File: src/rtl/sigq_pkg.sv
// Package sigq_pkg
// Shared host address decode values and byte widths for the signal word queue.
// Assumes a two-bit host address space of four byte registers.
package sigq_pkg;
    localparam int WORD_W = 16;
    localparam int BYTE_W = 8;

    typedef enum logic [1:0] {
        HA_LOW  = 2'd0,
        HA_HIGH = 2'd1,
        HA_STAT = 2'd2,
        HA_CTRL = 2'd3
    } host_addr_e;

    localparam logic [BYTE_W-1:0] EMPTY_BYTE = 8'hFF;
endpackage

File: src/rtl/sigq_store.sv
// Module sigq_store
// Circular word storage with read and write pointers and an occupancy count.
// A push is taken when there is room, or when a removal happens in the same
// cycle. A removal is taken only when a word is stored. The head word is
// presented combinationally from the read pointer.
// Assumes DEPTH >= 2. DEPTH need not be a power of two.
module sigq_store #(
    parameter int DEPTH  = 16,
    parameter int WORD_W = 16
) (
    input  logic              clk,
    input  logic              rst_n,
    input  logic              push_req,
    input  logic [WORD_W-1:0] push_word,
    input  logic              pop_req,
    output logic [WORD_W-1:0] head_word,
    output logic              is_empty,
    output logic              is_full,
    output logic              push_drop,
    output logic [$clog2(DEPTH+1)-1:0] level
);
    localparam int AW = (DEPTH > 1) ? $clog2(DEPTH) : 1;
    localparam int CW = $clog2(DEPTH+1);
    localparam logic [AW-1:0] LAST_IDX = AW'(DEPTH - 1);
    localparam logic [CW-1:0] FULL_LVL = CW'(DEPTH);

    logic [WORD_W-1:0] mem [DEPTH];
    logic [AW-1:0]     wr_ptr;
    logic [AW-1:0]     rd_ptr;
    logic [CW-1:0]     count;
    logic              do_push;
    logic              do_pop;

    // Next index with wrap at the last slot.
    function automatic logic [AW-1:0] step(input logic [AW-1:0] p);
        return (p == LAST_IDX) ? '0 : p + 1'b1;
    endfunction

    // Decide which requests are carried out this cycle.
    always_comb begin
        is_empty  = (count == '0);
        is_full   = (count == FULL_LVL);
        do_pop    = pop_req && !is_empty;
        do_push   = push_req && (!is_full || do_pop);
        push_drop = push_req && is_full && !do_pop;
        head_word = mem[rd_ptr];
        level     = count;
    end

    // Write the pushed word into its slot.
    always_ff @(posedge clk) begin
        if (do_push) begin
            mem[wr_ptr] <= push_word;
        end
    end

    // Advance the pointers and the occupancy count.
    always_ff @(posedge clk) begin
        if (!rst_n) begin
            wr_ptr <= '0;
            rd_ptr <= '0;
            count  <= '0;
        end else begin
            if (do_push) begin
                wr_ptr <= step(wr_ptr);
            end
            if (do_pop) begin
                rd_ptr <= step(rd_ptr);
            end
            case ({do_push, do_pop})
                2'b10:   count <= count + 1'b1;
                2'b01:   count <= count - 1'b1;
                default: count <= count;
            endcase
        end
    end
endmodule

File: src/rtl/sigq_host.sv
// Module sigq_host
// Host byte interface: decodes reads and writes, registers the read byte,
// keeps the sticky overflow flag and the interrupt enable.
// Assumes at most one of the read and write strobes is high per cycle.
// When both are high, both are carried out.
module sigq_host
    import sigq_pkg::*;
#(
    parameter int WORD_W = 16
) (
    input  logic              clk,
    input  logic              rst_n,
    input  logic              host_rd,
    input  logic              host_wr,
    input  logic [1:0]        host_addr,
    input  logic [7:0]        host_wdata,
    input  logic [WORD_W-1:0] head_word,
    input  logic              is_empty,
    input  logic              is_full,
    input  logic              push_drop,
    output logic              pop_req,
    output logic [7:0]        rdata,
    output logic              ovf_flag,
    output logic              irq_en
);
    host_addr_e addr;
    logic [7:0] rd_next;
    logic [7:0] stat_byte;
    logic       stat_rd;

    // Decode the address and build the status byte.
    always_comb begin
        addr      = host_addr_e'(host_addr);
        stat_byte = {5'b0, is_full, ovf_flag, !is_empty};
        stat_rd   = host_rd && (addr == HA_STAT);
        pop_req   = host_rd && (addr == HA_LOW);
    end

    // Select the byte returned for this read.
    always_comb begin
        case (addr)
            HA_LOW:  rd_next = is_empty ? EMPTY_BYTE : head_word[7:0];
            HA_HIGH: rd_next = is_empty ? EMPTY_BYTE : head_word[15:8];
            HA_STAT: rd_next = stat_byte;
            default: rd_next = {7'b0, irq_en};
        endcase
    end

    // Register the read byte one cycle after the strobe.
    always_ff @(posedge clk) begin
        if (!rst_n) begin
            rdata <= '0;
        end else if (host_rd) begin
            rdata <= rd_next;
        end
    end

    // Sticky overflow: a drop sets it and wins over a status read.
    always_ff @(posedge clk) begin
        if (!rst_n) begin
            ovf_flag <= 1'b0;
        end else if (push_drop) begin
            ovf_flag <= 1'b1;
        end else if (stat_rd) begin
            ovf_flag <= 1'b0;
        end
    end

    // Interrupt enable from the control register.
    always_ff @(posedge clk) begin
        if (!rst_n) begin
            irq_en <= 1'b0;
        end else if (host_wr && (addr == HA_CTRL)) begin
            irq_en <= host_wdata[0];
        end
    end
endmodule

File: src/rtl/sigq_top.sv
// Module sigq_top
// Signal word queue with a byte-wide host read side. The bus agent pushes
// 16-bit words. The host reads the high half at address 1 and the low half
// at address 0, and only the low-half read removes the word.
// Assumes a single clock domain and a synchronous active-low reset.
module sigq_top
    import sigq_pkg::*;
#(
    parameter int DEPTH = 16
) (
    input  logic        clk,
    input  logic        rst_n,
    input  logic        push_valid,
    input  logic [15:0] push_word,
    input  logic        host_rd,
    input  logic        host_wr,
    input  logic [1:0]  host_addr,
    input  logic [7:0]  host_wdata,
    output logic [7:0]  host_rdata,
    output logic        not_empty,
    output logic        overflow,
    output logic        irq
);
    localparam int CW = $clog2(DEPTH+1);

    logic [WORD_W-1:0] head_word;
    logic              is_empty;
    logic              is_full;
    logic              push_drop;
    logic              pop_req;
    logic              irq_en;
    logic [CW-1:0]     level;

    sigq_store #(.DEPTH(DEPTH), .WORD_W(WORD_W)) u_store (
        .clk       (clk),
        .rst_n     (rst_n),
        .push_req  (push_valid),
        .push_word (push_word),
        .pop_req   (pop_req),
        .head_word (head_word),
        .is_empty  (is_empty),
        .is_full   (is_full),
        .push_drop (push_drop),
        .level     (level)
    );

    sigq_host #(.WORD_W(WORD_W)) u_host (
        .clk        (clk),
        .rst_n      (rst_n),
        .host_rd    (host_rd),
        .host_wr    (host_wr),
        .host_addr  (host_addr),
        .host_wdata (host_wdata),
        .head_word  (head_word),
        .is_empty   (is_empty),
        .is_full    (is_full),
        .push_drop  (push_drop),
        .pop_req    (pop_req),
        .rdata      (host_rdata),
        .ovf_flag   (overflow),
        .irq_en     (irq_en)
    );

    // Drive the occupancy status and the gated interrupt.
    always_comb begin
        not_empty = !is_empty;
        irq       = irq_en && !is_empty;
    end
endmodule

File: config.mk
export PLATFORM = sky130hd
export DESIGN_NAME = sigq_top
export DESIGN_NICKNAME = d
export VERILOG_FILES = /design/src/rtl/sigq_pkg.sv /design/src/rtl/sigq_store.sv /design/src/rtl/sigq_host.sv /design/src/rtl/sigq_top.sv
export SDC_FILE = /design/constraint.sdc
export NUM_CORES = 1
export LEC_CHECK = 0
export BUFFER_PORTS_ARGS = -buffer_cell sky130_fd_sc_hd__buf_2
export CORE_MARGIN = 1
export CORE_UTILIZATION = 66
export DETAILED_ROUTE_END_ITERATION = 8
export PLACE_DENSITY = 0.84
export SYNTH_ARGS = -nofsm -noshare
export SYNTH_HDL_FRONTEND = slang
export SYNTH_SLANG_ARGS = --single-unit
File: constraint.sdc
create_clock -name clk -period 7.4 [get_ports clk]
set_input_delay 0.74 -clock clk [delete_from_list [all_inputs] [get_ports clk]]
set_output_delay 0.74 -clock clk [all_outputs]
set_load 0.05 [all_outputs]
Word level (Yosys, flattened, before mapping)
Memory sizes are Yosys's and may differ from the RTL's. A register that Yosys moved wholly into a read port is not among the register bits.
Index checks and enable logic that the tools add are counted.

cells by class
  equal/unequal tests = 8
  muxes and demuxes = 12
  reductions and logical operators = 16
  $add $sub $neg = 4

operator list
  cell                                               count
  case mux 8 bit (3 select lines)                    1
  2-to-1 mux 4 bit                                   4
  2-to-1 mux 8 bit                                   2
  case mux 5 bit (2 select lines)                    1
  adder 4 x 1 -> 4 bit (second input constant)       2
  == test 4 bit (second input constant)              2
  logical AND 1 bit                                  8
  == test 2 bit (second input constant)              3
  adder 5 x 1 -> 5 bit (second input constant)       1
  == test 5 bit (second input constant)              1
  zero test 5 bit                                    1
  subtractor 5 x 1 -> 5 bit (second input constant)  1
  == test 2 x 1 -> 1 bit (second input constant)     2
  2-to-1 mux 1 bit                                   4
  nonzero test 2 bit                                 2
  zero test 1 bit                                    3
  zero test 2 bit                                    1
  logical OR 1 bit                                   1

word-level totals
  output and inout port bits = 11
  memories = 1
  RAM bits = 256
  register bits = 23
  input port bits = 31

memory list
  name         depth  width  rd ports  clocked after Yosys merged registers in  wr ports  RTL line          RTL
  u_store.mem  16     16     1         1                                        1         sigq_store.sv:27  logic [WORD_W-1:0] mem [DEPTH];

Depth between registers and ports, before layout
  depth in word-level cells = 7
  mapped depth = 10

Cells and area by module
A second synthesis with hierarchy kept.

unflattened totals
  cells, all modules = 542
  area, all modules = 11185.7 um2

by module, submodules not included
  module      sequential area each (um2)  area an instance (um2)  times used  cells each
  sigq_store  8027.7                      10651.5                 1           483
  sigq_host   200.2                       524.3                   1           57
  sigq_top    0.0                         10.0                    1           2

Worst setup path after synthesis
Ideal clock, no wire load.

  kind = input-to-reg
  start = input host_addr[1]
  end = memory u_store.mem[4][0] (enable)
  stages on the path = 4
  setup slack = 4356 ps
  arrival = 2635 ps
  required time = 6991 ps
  cells stage by stage = or3b_4 > a31oi_4 > nand2_2 > nor3_1

between the ends
  word-level cells in the longest chain between the ends = 7

ends and longest elaborated chain
  what                                    RTL line          RTL
  start: declaration                      sigq_top.sv:17    input logic [1:0] host_addr,
  zero test 2 bit                         sigq_host.sv:36   pop_req = host_rd && (addr == HA_LOW);
  logical AND 1 bit                       sigq_host.sv:36
  logical AND 1 bit                       sigq_store.sv:43  do_pop = pop_req && !is_empty;
  logical OR 1 bit                        sigq_store.sv:44  do_push = push_req && (!is_full || do_pop);
  logical AND 1 bit                       sigq_store.sv:44
  2-to-1 mux 1 bit                        sigq_store.sv:52  if (do_push) begin
  2-to-1 mux 1 bit (not written as such)  sigq_store.sv:53  mem[wr_ptr] <= push_word;
  end: declaration                        sigq_store.sv:27

No other way between the ends.

Worst setup path after layout
  start = input host_rd
  end = memory u_store.mem[0][8] (enable)

between the ends
  word-level cells in the longest chain between the ends = 6

ends and longest elaborated chain
  what                                    RTL line          RTL
  start: declaration                      sigq_top.sv:15    input logic host_rd,
  logical AND 1 bit                       sigq_host.sv:36
  logical AND 1 bit                       sigq_store.sv:43
  logical OR 1 bit                        sigq_store.sv:44
  logical AND 1 bit                       sigq_store.sv:44
  2-to-1 mux 1 bit                        sigq_store.sv:52
  2-to-1 mux 1 bit (not written as such)  sigq_store.sv:53

No other way between the ends.

==> summary.md <==
| Metric | Value |
|---|---|
| Status | finished clean |
| Classification of the worst setup path | in2reg |
| Top Ports | 42 |
| Leak pwr | 4.109 nW |
| Number of global-route vias before repair | 6521 |
| ANT nets after route | 0 |
| Post-DP HPWL | 14.76 mm |
| Critical path startpoint category | primary input |
| Mapped Cells | 661 |
| Final setup vio count | 0 |
| Area Overhead vs Synth | 10.44% |
| Critical path peak fanout | 18 |
| # hold bufs at CTS | 0 |
| Initial DRC Count | 928 |
| Drt drc | 0 |
| DP Area | 11860 µm² |
| Primary FF master, synth | edfxtp_1 |
| #FFs+latches synth | 283 |
| Worst Hold Launch | host_wdata[0] |
| Initial antenna violation count | 0 |
| Vias/cell | 6.941 |
| Layout cells sized above 1 | 22.28% |
| Chip height | 134.4 µm |
| Met2 wire length | 12.96 mm |
| Clock slew at reported path FFs | 60 ps |
| Worst Reg-to-Reg Cells | 5 |
| Wire per inst | 27.93 µm |
| CTS sink cnt | 283 |
| WL met3 | 2.920 mm |
| Min-delay worst type | in2reg |
| Core Footprint | 17180 µm² |
| Clock root buffer | clkbuf_16 |
| Synth Warn # | 0 |
| Worst hold slack | 481.7 ps |
| Final non-filler cell total | 943 |
| First-pass detailed-route iteration total | 5 |
| RSZ-0062 raised after global routing | false |
| Htree depth | 1 |
| Highest Signal Layer | met4 |
| Metal-1 WL | 9.608 mm |
| Worst Tran Pin Value | 1312 ps |
| Clk buf depth | 3 |
| Buffer and inverter count on the worst path | 1 |
| Row Count | 48 |
| Port Buffer Count | 34 |
| Reg2reg setup slack | 4210 ps |
| Total Neg Setup Slack | 0 ps |
| Fmax | 313.2 MHz |
| Tcrit/Tclk final | 43.15% |
| First-pass GRT wire length | 39.69 mm |
| Ys async rst share | 0% |
| Starting Density | 67.34% |
| Relative slew margins | 12.43% |
| CTS tree | built |
| Cell variety after synth | 67 |
| Max Cap Violations | 0 |
| Gr usage total | 30.83% |
| Placer congestion estimate | 0.9090 |
| Seq/Total Area, Yosys | 71.13% |
| CP arrival | 3340 ps |
| Die W | 134.4 µm |
| Fin nets | 734 |
| Avg Inst Size Synth | 17.50 µm² |
| ANT cells | 0 |
| Dpl cells | 891 |
| Total global routing overflow | 0 |
| Final Hold Fails | 0 |
| Setup crit end kind | register |
| Post-CTS resize count | 0 |
| Pre-CTS WS | 3726 ps |
| CP cell instances | buf_2, or3b_4, a31oi_4, nor3b_1, and2_1 |
| Worst path slowest cell | and2_1 |
| Largest net degree at the start of global routing | 53 |
| Clock latency on the worst-skew pair | 540 ps |
| Synthesized cell area | 11570 µm² |
| Post-CTS setup buffer count | 0 |
| WP data required | 7540 ps |
| EDFF count, synth | 256 |
| Via count | 6545 |
| Fin. max-slew vios | 0 |
| Design area | 12770 µm² |
| Largest delay share family, worst path | simple AND/OR/NAND/NOR gates |
| Final wirelength | 26.34 mm |
| Hold path endpoint | u_host.irq_en |
| PD cells | 267.8 nW/µm² |
| Slowest stage delay, CP | 980 ps |
| WHS Path Cells | 3 |
| Setup WS post-layout | 4207 ps |
| VDD IR-drop max | 0.1691 mV |
| Die area | 18060 µm² |
| Tmin final | 3193 ps |
| Clk_skew | 11.39 ps |
| Net count after synthesis | 699 |
| Worst r2r dst | u_host.rdata[4] |
| CTS buffer count | 28 |
-- placed cells by master (no fill, tap or decap), types with 6 or more instances in the layout --
cell	n
nand2_1	27
a31oi_1	7
mux2_2	16
edfxtp_1	256
mux4_1	8
mux4_2	35
o221ai_1	6
a22oi_1	7
ha_1	7
inv_1	11
clkinv_1	7
mux2i_1	32
buf_2	34
o21ai_0	19
buf_4	8
nand3_1	6
nor2b_1	14
a21oi_1	16
clkinv_2	8
and2_1	9
nor2_1	29
dfxtp_1	25
clkbuf_16	29
-- area by class of cell --
type	instances	area [µm²]
clock buffer	29	725.7
clock inverter	23	190.2
fill	942	4402
inverter	12	45.04
multi-input combinational	329	3069
sequential	283	8233
tap	225	281.5
timing repair buffer	42	230.2
-- worst max-delay path by stage --
stage	cells past startpoint	from	endpoint
after floorplan	4	host_addr[1]	u_store.mem[4][0]
after global placement	5	host_rd	u_store.mem[3][10]
after detailed placement	5	host_rd	u_store.mem[0][10]
after CTS	6	register	u_host.rdata[2]
after global routing	5	register	u_host.rdata[4]
final	5	host_rd	u_store.mem[0][8]
-- stage by stage --
| step | utilization, % | power, W |
|---|---|---|
| global placement | 69.04 | 0.002042 |
| finish | 74.37 | 0.003421 |
| floorplan | - | 0.001990 |
| global route | 74.37 | 0.003502 |
| CTS | 74.37 | 0.003420 |
| detailed placement | 69.04 | 0.002056 |
-- layer usage --
metal  vias to the layer above  GRT usage, %
met2                       472         50.00
met4                         0         11.99
met3                        80         6.349
met1                      3265         41.67
li1                       2728             -
met5                         -             0
-- worst register-to-register path, cell delays in order, from the launching register on --
cell     delay (ps)
dfxtp_4         740
buf_4           800
mux4_1          680
o211a_1         240
o21ai_0         440
a41oi_1         170
-- sequential cells by signal (all words and copies together), names as in the netlist, named ones only --
signal / count
u_host.rdata: 8
u_store.level: 5
u_store.wr_ptr: 4
u_store.rd_ptr: 4
u_host.ovf_flag: 1
u_host.irq_en: 1
u_store.mem: 256
-- Yosys cell counts, types with 6 or more instances --
| cell type | number | area (µm²) |
|---|---|---|
| mux4_1 | 8 | 210.2 |
| a22oi_1 | 7 | 52.55 |
| edfxtp_1 | 256 | 7687 |
| nand2_1 | 27 | 101.4 |
| clkbuf_1 | 11 | 41.29 |
| o21ai_0 | 19 | 95.09 |
| nor2b_1 | 14 | 87.58 |
| inv_1 | 11 | 41.29 |
| o221ai_1 | 6 | 52.55 |
| buf_4 | 7 | 52.55 |
| nor2_1 | 33 | 123.9 |
| mux2_2 | 16 | 180.2 |
| dfxtp_1 | 27 | 540.5 |
| and2_1 | 9 | 56.30 |
| nand3_1 | 6 | 30.03 |
| mux2i_1 | 32 | 320.3 |
| nor3_1 | 6 | 30.03 |
| a21oi_1 | 16 | 80.08 |
| buf_2 | 11 | 55.05 |
| mux4_2 | 35 | 788.3 |
| a31oi_1 | 7 | 43.79 |
| ha_1 | 7 | 87.58 |
-- cells by family after synthesis --
family | count (synthesis) | share of synthesized area, %
AND/OR/NAND/NOR | 124 | 5.646
adder cells (fa/ha/maj) | 7 | 0.7571
flip-flops | 283 | 71.13
AO/OA/AOI/OAI | 101 | 6.458
buffers and inverters | 49 | 2.596
multiplexers | 91 | 12.96
XOR/XNOR | 6 | 0.4543
-- power by group --
| part | leakage, nW | switching (W) | internal, W |
|---|---|---|---|
| registers | 2.53 | 0.0000254 | 0.00177 |
| logic | 1.12 | 0.000153 | 0.0000819 |
| clock network | 0.454 | 0.000601 | 0.000790 |
| total | 4.11 | 0.000780 | 0.00264 |
(Power assumes the default switching activity.)
